**src/rtl/iodec_pkg.sv**
```systemverilog
package iodec_pkg;

   // Default geometry of the reserved port space
   localparam int unsigned DEF_ADDR_W    = 8;  // I/O address bits decoded
   localparam int unsigned DEF_LOC_W     = 4;  // bits selecting a port inside a window
   localparam int unsigned DEF_RGN_W     = 3;  // bits selecting a window
   localparam int unsigned DEF_FINE_FRST = 1;  // first window split into single ports
   localparam int unsigned DEF_FINE_CNT  = 2;  // number of windows split

   // Qualification of a bus cycle as a port access
   typedef enum logic [1:0] {
      CYC_IDLE     = 2'b00,
      CYC_PORT     = 2'b01,
      CYC_INTACK   = 2'b10,
      CYC_FETCH    = 2'b11
   } io_cycle_e;

   function automatic io_cycle_e classify(input logic iorq_n, input logic m1_n);
      if (!iorq_n && m1_n)       return CYC_PORT;
      else if (!iorq_n && !m1_n) return CYC_INTACK;
      else if (!m1_n)            return CYC_FETCH;
      else                       return CYC_IDLE;
   endfunction

endpackage

```
**src/rtl/iodec_qualify.sv**
```systemverilog
module iodec_qualify
   import iodec_pkg::*;
(
   input  logic iorq_n,
   input  logic m1_n,
   output logic access_ok
);
   io_cycle_e cyc;

   always_comb begin
      cyc       = classify(iorq_n, m1_n);
      access_ok = (cyc == CYC_PORT);
   end
endmodule

```
**src/rtl/iodec_onehot_n.sv**
```systemverilog
module iodec_onehot_n #(
   parameter int unsigned IN_W = 3
) (
   input  logic                 en,
   input  logic [IN_W-1:0]      code,
   output logic [2**IN_W-1:0]   sel_n
);
   localparam int unsigned OUT_N = 2**IN_W;

   if (IN_W < 1 || IN_W > 8) begin : g_bad_w
      $error("iodec_onehot_n: IN_W out of range");
   end

   for (genvar i = 0; i < OUT_N; i++) begin : g_line
      localparam logic [IN_W-1:0] MATCH = IN_W'(i);
      assign sel_n[i] = ~(en && (code == MATCH));
   end
endmodule

```
**src/rtl/iodec_fine_bank.sv**
```systemverilog
module iodec_fine_bank #(
   parameter int unsigned HI_W  = 4,
   parameter int unsigned LOC_W = 4,
   parameter int unsigned FIRST = 1,
   parameter int unsigned COUNT = 2
) (
   input  logic                          access_ok,
   input  logic [HI_W-1:0]               hi,
   input  logic [LOC_W-1:0]              lo,
   output logic [COUNT*(2**LOC_W)-1:0]   sel_n
);
   localparam int unsigned PER_WIN = 2**LOC_W;

   if (COUNT < 1) begin : g_bad_cnt
      $error("iodec_fine_bank: COUNT must be at least one");
   end
   if (FIRST + COUNT > 2**HI_W) begin : g_bad_span
      $error("iodec_fine_bank: windows exceed the address field");
   end

   for (genvar g = 0; g < COUNT; g++) begin : g_win
      localparam logic [HI_W-1:0] WIN = HI_W'(FIRST + g);
      logic win_en;
      assign win_en = access_ok && (hi == WIN);

      iodec_onehot_n #(.IN_W(LOC_W)) u_dec (
         .en    (win_en),
         .code  (lo),
         .sel_n (sel_n[g*PER_WIN +: PER_WIN])
      );
   end
endmodule

```
**src/rtl/iodec_port_regions.sv**
```systemverilog
module iodec_port_regions
   import iodec_pkg::*;
#(
   parameter int unsigned ADDR_W      = DEF_ADDR_W,
   parameter int unsigned LOC_W       = DEF_LOC_W,
   parameter int unsigned RGN_W       = DEF_RGN_W,
   parameter bit          FINE_ENABLE = 1'b1,
   parameter int unsigned FINE_FIRST  = DEF_FINE_FRST,
   parameter int unsigned FINE_COUNT  = DEF_FINE_CNT
) (
   input  logic [ADDR_W-1:0]                  io_addr,
   input  logic                               iorq_n,
   input  logic                               m1_n,
   output logic [2**RGN_W-1:0]                region_sel_n,
   output logic [FINE_COUNT*(2**LOC_W)-1:0]   port_sel_n
);
   localparam int unsigned INT_W  = RGN_W + LOC_W;        // reserved space width
   localparam int unsigned HI_W   = ADDR_W - LOC_W;       // window index incl. upper bits
   localparam int unsigned FINE_W = FINE_COUNT * (2**LOC_W);

   // Elaboration-time parameter checks
   if (ADDR_W < INT_W) begin : g_bad_addr
      $error("iodec_port_regions: ADDR_W smaller than reserved space");
   end
   if (FINE_FIRST + FINE_COUNT > 2**RGN_W) begin : g_bad_fine
      $error("iodec_port_regions: single-port windows exceed region count");
   end

   logic access_ok;
   logic in_reserved;
   logic rgn_en;

   iodec_qualify u_qual (
      .iorq_n    (iorq_n),
      .m1_n      (m1_n),
      .access_ok (access_ok)
   );

   // Reserved space is the part where every bit above it is zero
   if (ADDR_W > INT_W) begin : g_upper
      assign in_reserved = (io_addr[ADDR_W-1:INT_W] == '0);
   end else begin : g_no_upper
      assign in_reserved = 1'b1;
   end

   assign rgn_en = access_ok && in_reserved;

   iodec_onehot_n #(.IN_W(RGN_W)) u_rgn (
      .en    (rgn_en),
      .code  (io_addr[INT_W-1:LOC_W]),
      .sel_n (region_sel_n)
   );

   if (FINE_ENABLE) begin : g_fine
      iodec_fine_bank #(
         .HI_W  (HI_W),
         .LOC_W (LOC_W),
         .FIRST (FINE_FIRST),
         .COUNT (FINE_COUNT)
      ) u_fine (
         .access_ok (access_ok),
         .hi        (io_addr[ADDR_W-1:LOC_W]),
         .lo        (io_addr[LOC_W-1:0]),
         .sel_n     (port_sel_n)
      );
   end else begin : g_fine_off
      assign port_sel_n = {FINE_W{1'b1}};
   end
endmodule

```
**config.mk**
```make
export PLATFORM = sky130hd
export DESIGN_NAME = iodec_port_regions
export DESIGN_NICKNAME = d
export VERILOG_FILES = /design/src/rtl/iodec_pkg.sv /design/src/rtl/iodec_qualify.sv /design/src/rtl/iodec_onehot_n.sv /design/src/rtl/iodec_fine_bank.sv /design/src/rtl/iodec_port_regions.sv
export SDC_FILE = /design/constraint.sdc
export NUM_CORES = 1
export LEC_CHECK = 0
export BUFFER_PORTS_ARGS = -buffer_cell sky130_fd_sc_hd__clkbuf_2
export CAP_MARGIN = 10
export CORE_AREA = 10 10 47 49
export DETAILED_ROUTE_END_ITERATION = 7
export DIE_AREA = 0 0 57 59
export GPL_TIMING_DRIVEN = 0
export MAX_ROUTING_LAYER = met4
export PLACE_DENSITY = 0.76
export SYNTH_ARGS = -nofsm -noshare
export SYNTH_HDL_FRONTEND = slang
export SYNTH_SLANG_ARGS = --single-unit
```
**constraint.sdc**
```tcl
create_clock -name vclk -period 1.08
set_clock_uncertainty 0.1 [all_clocks]
set_input_delay 0.108 -clock vclk [all_inputs]
set_output_delay 0.108 -clock vclk [all_outputs]
set_load 0.03 [all_outputs]
```
==> flow_results.org, run 1 <==
** Route
- Routed wirelength normalized by instance count :: 26.5 µm
- Number of DRC violations after detailed routing :: 0
- Final ANT Viol Nets :: 0
- The final layout contains routed wiring with a total length of between 3000 and 4000 µm.
- The detailed router finished its first iteration with between 50 and 60 violations.
- Before antenna repair, the detailed router went through 4 iterations.
- Via-per-instance ratio :: 6.27
- The detailed router placed roughly 870 vias in this run.

** Power
- Net switching is roughly three fifths of the power.
- The clock network accounts for 0% of the total power.
- Logic pwr share :: 100.0%
- For this design the ratio of total power to cell area is roughly 180 nW/µm².
- The analysis attributes to cell leakage a power of 0.532 nW.
- In this run the power spent charging and discharging nets is 0.132 mW.
- Flop pwr share :: 0%
- Maximum vdd ir drop :: 0.000146 V
- Internal power :: 0.0918 mW

** Layout
- Clock Buffer Count :: 0
- Diode insertion count for antenna repair :: 0
- Across the whole layout, storage elements account for 0 µm².
- Layout net count :: 135
- Fraction of layout instances using a drive strength above 1 :: 71.5%
- Relative to the synthesized area, the layout overhead comes to 214%.
- Fin area :: 1270 µm²
- Number of flip-flops and latches :: 0

** Global route
- Maximum number of pins on one net before global-route repair :: 11
- Antenna violations before repair :: 0
- Vias in the first global route :: 800
- The first global-routing pass estimated around 4300 µm of wire.
- GR Util All Layers :: 15.5%
- For this run the aggregate overflow at the end of global routing stands at 0.

** Synthesis
- For this run, the number of Yosys warnings is 0.
- The portion of synthesized area spent on multiplexers is 0%.
- Summing the areas of all xor and xnor instances in the mapped netlist gives 0% of the synthesized area.
- Dominant combinational cell family by area after synthesis :: simple AND/OR/NAND/NOR gates
- Number of library cell types mapped by synthesis :: 14
- Area fraction in compound gates after synthesis :: 0%
- Counting every net in the synthesized netlist gives 75.
- Mean Syn Cell Area :: 6.22 µm²
- Of the total synthesized cell area, the portion taken by AND, OR, NAND and NOR gates is 85.4%.
- Cell count after synthesis :: 65
- Summing every instance area after synthesis gives 404 µm².
- Part of the Yosys area used for sequential elements :: 0%
- Summing the areas of all fa, ha and maj instances in the mapped netlist gives 0% of the synthesized area.

** Floorplan
- The floorplan step defined a die boundary enclosing roughly 3400 µm².
- Starting density of the core :: 28.8%
- During I/O placement, the number of pins put on the boundary was 50.
- Core box area :: 1400 µm²
- Horizontal die dimension :: around 57 µm
- The initialized floorplan defines 14 standard-cell rows.
- Die height :: about 59 µm

** Worst setup path
- Capturing element type of the critical path :: primary output
- Critical path's top delay family :: buffers and inverters
- Worst Path Required :: roughly 870 ps
- The largest individual stage delay along the critical path comes from the cell sky130_fd_sc_hd__nor4b_4.
- In this run the worst path has a maximum fanout of 6.
- Crit path cell chain :: buf_8 -> nor4b_4 -> buf_6 -> buf_6 -> nand4_1 -> buf_6
- In this design, the stage delay of the slowest critical-path cell is 330 ps.
- Buffers plus inverters on the worst setup path :: 4
- Counting stages on the worst path, the most repeated cell is sky130_fd_sc_hd__buf_6.
- STA classifies the critical path startpoint as a primary input.
- Arrival time at the worst endpoint :: 1200 ps
- The critical path is of the in2out type.

** Job
- Reported max-cap violation count :: 0

** STA
- Final period utilization :: 131%
- The number of failing hold endpoints at the final stage was 0.
- Setup repair after global routing missed its margin :: true
- Highest Clock Rate :: 709 MHz
- Counting I/O delays and the setup requirement, the final critical path takes about 1400 ps.
- Relative slew slack :: 66.4%
- Worst-case hold slack :: 539 ps
- Slew at the pin closest to its max-slew limit :: 503 ps
- Summed negative setup slack over all endpoints :: -9770 ps
- The total count of max-transition violations in the final report is 0.
- Setup violations remaining at the end of the flow were counted as 37.
- Once routing completed, OpenROAD measured the worst setup slack at -330 ps.

** Place
- Number of I/O port buffers :: 48
- Instance area at placement :: 734 µm²
- Half-perimeter wire length after placement :: 1680 µm
- GP Congestion :: 0.827

** Run status
- The checks that failed: setup timing.
- Status :: finished, violations left

** Hold path
- The tightest min-delay check is of the in2out type.
==> Yosys cell counts (2+ instances only) <==
cell type	n	share of area, %
sky130_fd_sc_hd__nor2b_1	5	7.7
sky130_fd_sc_hd__nand3_1	22	27
sky130_fd_sc_hd__nor2_1	3	2.8
sky130_fd_sc_hd__nand4_1	12	19
sky130_fd_sc_hd__and4b_1	2	5.0
sky130_fd_sc_hd__clkbuf_1	4	3.7
sky130_fd_sc_hd__nor4bb_1	2	5.0
sky130_fd_sc_hd__and4bb_2	2	6.2
sky130_fd_sc_hd__buf_6	3	8.4
sky130_fd_sc_hd__nand2_1	6	5.6
==> final cells by class <==
type / count / area [µm²]
fill: 50 / 133
buffer: 8 / 76.3
timing repair buffer: 59 / 694
multi-input combinational: 56 / 478
tap: 16 / 20.0
==> per-stage QoR <==
stage | std cells | worst slack (ps) | power, mW | utilization [%]
detailed placement | 129 | -470 | 0.146 | 52.4
global placement | 129 | -466 | 0.142 | 52.4
floorplan | 65 | -205 | 0.0981 | -
finish | 139 | -330 | 0.224 | 90.5
CTS | 133 | -222 | 0.167 | 76.9
global route | 139 | -367 | 0.233 | 90.5
==> cell families (layout without fill, tap and decap cells) <==
| group | after synthesis | count (layout) |
|---|---|---|
| and+or+nand+nor | 56 | 56 |
| buffers and inverters | 9 | 67 |
==> final timing paths <==
kind	startpoint	to	slack [ps]	depth (start not counted)
worst min-delay path	io_addr[4]	region_sel_n[3]	540	3
worst max-delay path	io_addr[7]	port_sel_n[1]	-330	6
==> timing repair <==
item	CTS	global route
hold buffers	0	0
buffers inserted	5	2
resized for setup	74	56
endpoints found under the hold margin	0	0
gates cloned	0	4
endpoints found under the setup margin	38	39
pin swaps	2	3
==> worst min-delay path: cells and delay by family <==
family	cells	cell delay, ps
AND/OR/NAND/NOR	1	100
buffers and inverters	2	320
==> placed cells by master (no fill, tap or decap), types with 3 or more instances in the layout <==
cell	instances
sky130_fd_sc_hd__nand3_1	12
sky130_fd_sc_hd__buf_4	10
sky130_fd_sc_hd__buf_6	9
sky130_fd_sc_hd__nand2_1	3
sky130_fd_sc_hd__buf_2	4
sky130_fd_sc_hd__buf_8	15
sky130_fd_sc_hd__nand3_2	7
sky130_fd_sc_hd__clkbuf_2	9
sky130_fd_sc_hd__nand4_1	12
sky130_fd_sc_hd__nand3_4	3
sky130_fd_sc_hd__clkbuf_8	17
sky130_fd_sc_hd__nor2b_1	4
==> per-layer routing <==
metal  track usage, %  part of all wire, %  wire, µm
met5                -                    0         0
met4             2.35                 0.92        34
met3             3.43                  7.9       290
met2             27.6                   52      1920
met1             17.4                   39      1430
==> power groups by stage <==
stage	Clock [mW]	Combinational (mW)	Sequential [mW]
finish	0	0.224	0
global route	0	0.233	0
floorplan	0	0.0981	0
global placement	0	0.142	0
CTS	0	0.167	0
detailed placement	0	0.146	0
Note: power is estimated with default switching activity, not from simulation.
==> run 2, diff against run 1 <==
==> constraint.sdc (replaced) <==
create_clock -name vclk -period 1.08
set_clock_uncertainty 0.1 [all_clocks]
set_input_delay 0.108 -clock vclk [all_inputs]
set_output_delay 0.108 -clock vclk [all_outputs]
set_load 0.02 [all_outputs]
==> flow_results.org, run 2 (synthesis results as in run 1) <==
** Worst setup path
- The signal arrival time at the worst endpoint was 1050 ps (was 1200 ps).
- The start-to-end type of the worst setup path is in2out (unchanged).
- The startpoint class of the critical path is a primary input (unchanged).
- The stage delay of the slowest cell on the critical path came to 270 ps (was 330 ps).
- The highest fanout seen on the critical path was 10 (was 6).
- The slowest cell on the critical path is sky130_fd_sc_hd__nor4b_4 (unchanged).
- Crit path cell chain: buf_6 -> nor4b_4 -> buf_6 -> buf_6 -> nand3_1 -> buf_2 (was buf_8 -> nor4b_4 -> buf_6 -> buf_6 -> nand4_1 -> buf_6).
- The most frequent cell on the critical path is sky130_fd_sc_hd__buf_6 (unchanged).
- Capturing element type of the critical path :: primary output (unchanged)
- The critical path required time is 870 ps (about the same).

** Place
- The count of input and output buffers is 48 (unchanged).
- Half-perimeter wire length after placement :: 1690 µm (was 1680 µm)
- The placer's final routability congestion estimate came to 0.814 (was 0.827).
- Instance area at placement :: 722 µm² (was 734 µm²)

** Power
- Power Dens Cells :: 191 nW/µm² (was 177 nW/µm²)
- The relative contribution of the clock network to total power came to 0% (about the same).
- Static leakage :: 0.324 nW (was 0.532 nW)
- The total power came to 0.168 mW (was 0.224 mW).
- Flop pwr share :: 0% (about the same)
- Switching share of total power :: 58.4% (was 59.1%)
- Internal power :: 0.0699 mW (was 0.0918 mW)
- Maximum vdd ir drop :: 0.000140 V (was 0.000146 V)
- The net switching power was 0.0983 mW (was 0.132 mW).
- The share of total power in combinational logic came to 100.0% (about the same).

** Floorplan
- The die area came to 3360 µm² (unchanged).
- The placeable core area is 1400 µm² (unchanged).
- The initial core utilization is 28.8% (unchanged).
- The floorplan row count was 14 (unchanged).
- I/O pin total :: 50 (unchanged)
- Die height :: 59 µm (unchanged)
- Horizontal die dimension :: 57 µm (unchanged)

** Global route
- Global-route wire length before repair :: 3380 µm (was 4310 µm)
- Vias in the first global route :: 717 (was 800)
- The maximum number of pins on one net before global-route repair came to 11 (unchanged).
- The combined global-route utilization of all metal layers is 11.7% (was 15.5%).
- Remaining global-route overflow :: 0 (unchanged)
- Antenna violations before repair :: 0 (unchanged)

** STA
- Worst-case hold slack :: 458 ps (was 539 ps)
- The number of failing hold endpoints at the final stage came to 0 (unchanged).
- Period minus WS final :: 1260 ps (was 1410 ps)
- Setup repair after global routing missed its margin: true (unchanged).
- The maximum frequency from static timing analysis is 796 MHz (was 709 MHz).
- The number of setup violations in the final report is 36 (was 37).
- Slew at the pin closest to its max-slew limit :: 458 ps (was 503 ps)
- The total count of max-transition violations in the final report came to 0 (unchanged).
- The slack of the critical path is -177 ps (was -330 ps).
- Relative slew slack :: 69.4% (was 66.4%)
- Final period utilization :: 116% (was 131%)
- The setup TNS is -5130 ps (was -9770 ps).

** Hold path
- Worst Hold Class :: in2out (unchanged)
- Hold path startpoint :: io_addr[5] (was io_addr[4])
- Instance count along the most critical hold path :: 3 (unchanged)
- Worst Hold End :: region_sel_n[3] (unchanged)

** Route
- Via-per-instance ratio :: 5.52 (was 6.27)
- The number of design rule violations left after detail routing is 0 (unchanged).
- The detailed-route wire length is 2180 µm (was 3680 µm).
- The detailed-routing iteration count for the pre-antenna-repair pass was 4 (unchanged).
- Number of DRC markers in iteration 0 :: 19 (was 56)
- Routed wirelength normalized by instance count :: 16.5 µm (was 26.5 µm)
- Final ANT Viol Nets :: 0 (unchanged)
- Routed vias :: 728 (was 872)

** Layout
- The core occupancy in the finished layout is 62.9% (was 90.5%).
- Layout area overhead :: 118% (was 214%)
- The area used by sequential logic in the layout was 0 µm² (unchanged).
- The number of clock buffers in the layout came to 0 (unchanged).
- The number of antenna repair diodes is 0 (unchanged).
- Fraction of layout instances using a drive strength above 1 :: 62.1% (was 71.5%)
- The number of flip-flops and latches is 0 (unchanged).
- Top library cells by usage in the layout, fill and taps aside :: sky130_fd_sc_hd__buf_2 (23), sky130_fd_sc_hd__buf_6 (17), sky130_fd_sc_hd__nand3_1 (17) (was sky130_fd_sc_hd__clkbuf_8 (17), sky130_fd_sc_hd__buf_8 (15), sky130_fd_sc_hd__nand4_1 (12), sky130_fd_sc_hd__nand3_1 (12), sky130_fd_sc_hd__buf_4 (10))
- The most common cell after layout, fill and taps aside is sky130_fd_sc_hd__buf_2 (was sky130_fd_sc_hd__clkbuf_8).
- Layout net count :: 128 (was 135)
- The finished layout cell area was 882 µm² (was 1270 µm²).

** CTS
- The count of hold buffers inserted by post-cts repair was 0 (unchanged).

** Run status
- Violated checks: setup timing (unchanged).
- Status :: finished, violations left (unchanged)

** Job
- Reported max-cap violation count :: 0 (unchanged)
run 2: worst max path at each step:
stage                    start              to  slack (ps)  cells after the start
floorplan           io_addr[7]  port_sel_n[16]        -120                      3
global placement    io_addr[7]   port_sel_n[8]        -400                      5
detailed placement  io_addr[7]   port_sel_n[8]        -430                      5
CTS                     iorq_n   port_sel_n[8]        -190                      6
global route        io_addr[4]  port_sel_n[11]        -240                      4
finish                  iorq_n  port_sel_n[13]        -180                      6
run 2: what timing repair did:
action                                  CTS  global route
cloned                                    0             1
pin swaps                                 2             0
resized for setup                        12            67
buffers inserted                          3             0
endpoints found under the setup margin   38            38
run 2: metrics by stage:
stage | cells | setup slack (ps)
floorplan | 65 | -120
global placement | 129 | -400
detailed placement | 129 | -428
CTS | 131 | -190
global route | 132 | -236
finish | 132 | -177
run 2: cell type report:
class	count	area, µm²
Buffer	8	70.1
Fill cell	135	519
Multi-Input combinational cell	56	428
Tap cell	16	20.0
Timing Repair Buffer	52	364
run 2: power groups by stage:
stage | clock network (mW) | registers, mW | logic, mW
CTS | 0 | 0 | 0.155
global placement | 0 | 0 | 0.135
detailed placement | 0 | 0 | 0.140
finish | 0 | 0 | 0.168
floorplan | 0 | 0 | 0.0924
global route | 0 | 0 | 0.184
run 2: metal layers:
layer | vias up | routed length (µm) | track usage [%]
met3 | 2 | 120 | 1.50
met1 | 345 | 863 | 13.5
met5 | - | 0 | -
met4 | 0 | 17 | 0.671
met2 | 31 | 1180 | 21.9
li1 | 350 | - | -
run 2: critical path, delay by kind of cell:
kind | cells | cell delay, ps
buffers and inverters | 4 | 590
and+or+nand+nor | 2 | 350
==> run 3, diff against run 2 <==
CORE_AREA = 2 2 39 41   (was 10 10 47 49)
DIE_AREA = 0 0 41 43   (was 0 0 57 59)
==> flow_results.org, run 3 (synthesis results as in run 1) <==
** Power
- The worst-case vdd ir drop is 0.000184 V (was 0.000140 V).
- The internal power of the cells came to 0.0828 mW (was 0.0699 mW).
- Clock group share of total power :: 0% (about the same)
- The switching power share of the total came to 57.9% (was 58.4%).
- Flop pwr share :: 0% (about the same)
- Net Sw Power :: 0.114 mW (was 0.0983 mW)
- Logic pwr share :: 100.0% (about the same)
- Static leakage :: 0.423 nW (was 0.324 nW)
- The total power divided by cell area was 185 nW/µm² (was 191 nW/µm²).

** Layout
- Fin area :: 1060 µm² (was 882 µm²)
- Diode insertion count for antenna repair :: 0 (unchanged)
- Top library cells by usage in the layout, fill and taps aside: sky130_fd_sc_hd__buf_6 (24), sky130_fd_sc_hd__nand3_1 (13), sky130_fd_sc_hd__nand4_1 (12), sky130_fd_sc_hd__buf_2 (12), sky130_fd_sc_hd__clkbuf_2 (10) (was sky130_fd_sc_hd__buf_2 (23), sky130_fd_sc_hd__buf_6 (17), sky130_fd_sc_hd__nand3_1 (17)).
- The number of flip-flops and latches was 0 (unchanged).
- The fraction of layout instances using a drive strength above 1 came to 69.2% (was 62.1%).
- Clock Buffer Count :: 0 (unchanged)
- Layout net count :: 132 (was 128)
- Most common library cell in the layout ignoring fill and taps :: sky130_fd_sc_hd__buf_6 (was sky130_fd_sc_hd__buf_2)
- Register area :: 0 µm² (unchanged)
- The signed area change from the synthesized netlist to the final layout is 163% (was 118%).

** STA
- The slack of the critical path came to -249 ps (was -177 ps).
- The final critical-path share of the clock period is 123% (was 116%).
- Period minus WS final :: 1330 ps (was 1260 ps)
- Slew at the pin closest to its max-slew limit :: 440 ps (was 458 ps)
- Setup repair after global routing missed its margin :: true (unchanged)
- Summed negative setup slack over all endpoints :: -6510 ps (was -5130 ps)
- Relative slew slack :: 70.6% (was 69.4%)
- The total count of max-transition violations in the final report is 0 (unchanged).
- The maximum frequency from static timing analysis was 752 MHz (was 796 MHz).
- The number of failing hold endpoints at the final stage is 0 (unchanged).
- The number of setup violations in the final report is 36 (unchanged).

** Global route
- Maximum number of pins on one net before global-route repair :: 11 (unchanged)
- Vias in the first global route :: 539 (was 717)
- The total global routing overflow is 0 (unchanged).
- The number of antenna violations at the first check in global routing came to 0 (unchanged).
- Global-route wire length before repair :: 2370 µm (was 3380 µm)
- The combined global-route utilization of all metal layers was 18.2% (was 11.7%).

** Route
- Number of DRC markers in iteration 0 :: 16 (was 19)
- The number of vias per cell after detailed routing came to 5.51 (was 5.52).
- Routed wirelength normalized by instance count :: 15.3 µm (was 16.5 µm)
- Met3 wire length :: 88 µm (was 120 µm)
- The number of design rule violations left after detail routing is 0 (unchanged).
- Routed vias :: 750 (was 728)
- The detailed-route wire length came to 2080 µm (was 2180 µm).
- Final ANT Viol Nets :: 0 (unchanged)
- Routed met2 length :: 1120 µm (was 1180 µm)
- The top routing layer in use was met3 (was met4).
- The detailed-routing iteration count for the pre-antenna-repair pass is 4 (unchanged).
- The sum of routed wire segments on met1 was 871 µm (was 863 µm).

** Job
- The max capacitance violation total is 0 (unchanged).

** Worst setup path
- The critical path endpoint category is a primary output (unchanged).
- The stage delay of the slowest cell on the critical path is 380 ps (was 270 ps).
- The startpoint class of the critical path was a primary input (unchanged).
- Worst Path Required :: 870 ps (about the same)
- Critical-path top delay cell :: sky130_fd_sc_hd__clkbuf_1 (was sky130_fd_sc_hd__nor4b_4)
- Critical path's top delay family :: buffers and inverters (unchanged)
- The critical path depth is 5 (was 6).
- Crit path cell chain :: clkbuf_2 -> nor2b_1 -> clkbuf_1 -> nand4_1 -> buf_2 (was buf_6 -> nor4b_4 -> buf_6 -> buf_6 -> nand3_1 -> buf_2)
- The signal arrival time at the worst endpoint was 1120 ps (was 1050 ps).
- Crit path kind :: in2out (unchanged)
- Buffers plus inverters on the worst setup path :: 3 (was 4)
- The highest fanout seen on the critical path was 8 (was 10).

** Hold path
- Hold path startpoint :: io_addr[4] (was io_addr[5])
- Worst Hold End :: region_sel_n[3] (unchanged)
- Instance count along the most critical hold path :: 3 (unchanged)
- The kind of path behind the tightest hold check was in2out (unchanged).

** Floorplan
- Starting density of the core :: 29.2% (was 28.8%)
- The I/O pin count was 50 (unchanged).
- The die span in y was 43 µm (was 59 µm).
- The die area came to 1760 µm² (was 3360 µm²).
- The floorplan row count was 14 (unchanged).
- The placeable core area came to 1380 µm² (was 1400 µm²).
- Horizontal die dimension :: 41 µm (was 57 µm)

** Run status
- Violated checks :: setup timing (unchanged)
- Status: finished, violations left (unchanged).

** CTS
- The count of hold buffers inserted by post-cts repair is 0 (unchanged).

** Place
- Half-perimeter wire length after placement :: 1250 µm (was 1690 µm)
- Instance area at placement :: 722 µm² (unchanged)
- Number of I/O port buffers :: 48 (unchanged)
- The placer's final routability congestion estimate is 0.621 (was 0.814).
-- run 3: worst min-delay path: stages --
cell	delay, ps
sky130_fd_sc_hd__clkbuf_4	170
sky130_fd_sc_hd__nand3_4	80
sky130_fd_sc_hd__buf_8	100
-- run 3: cell type report --
class                      count  area, µm²
fill                          86        320
tap                           16       20.0
multi-input combinational     56        473
buffer                         7       53.8
timing repair buffer          57        517
-- run 3: through the flow --
stage               cells  util [%]  setup slack [ps]  hold WS (ps)  total power, mW
CTS                   135      63.1              -196           505            0.168
global placement      129      52.2              -395           514            0.136
detailed placement    129      52.2              -417           519            0.140
finish                136      76.9              -249           464            0.197
floorplan              65         -              -120           249           0.0924
global route          136      76.9              -334           491            0.205
-- run 3: worst max path at each step --
stage                    start              to  slack [ps]
floorplan           io_addr[7]  port_sel_n[16]        -120
global placement    io_addr[7]   port_sel_n[8]        -400
detailed placement  io_addr[7]   port_sel_n[5]        -420
CTS                     iorq_n  port_sel_n[20]        -200
global route        io_addr[0]  port_sel_n[17]        -330
finish              io_addr[0]   port_sel_n[1]        -250
-- run 3: repair_timing --
item | 4_1_cts | 5_1_grt
setup endpoints to repair | 38 | 38
resized for setup | 28 | 91
cloned | 1 | 2
pin swaps | 2 | 1
setup buffers | 6 | 0
-- run 3: routing by layer --
metal | vias up | global-route usage (%)
li1 | 358 | -
met5 | - | -
met1 | 360 | 22.5
met2 | 32 | 32.8
met3 | 0 | 0.524
met4 | 0 | 0.667
-- run 3: power groups by stage --
stage | sequential [mW] | combinational, mW | clock (mW)
3_5_place_dp | 0 | 0.140 | 0
6_report | 0 | 0.197 | 0
3_3_place_gp | 0 | 0.136 | 0
5_1_grt | 0 | 0.205 | 0
4_1_cts | 0 | 0.168 | 0
2_1_floorplan | 0 | 0.0924 | 0
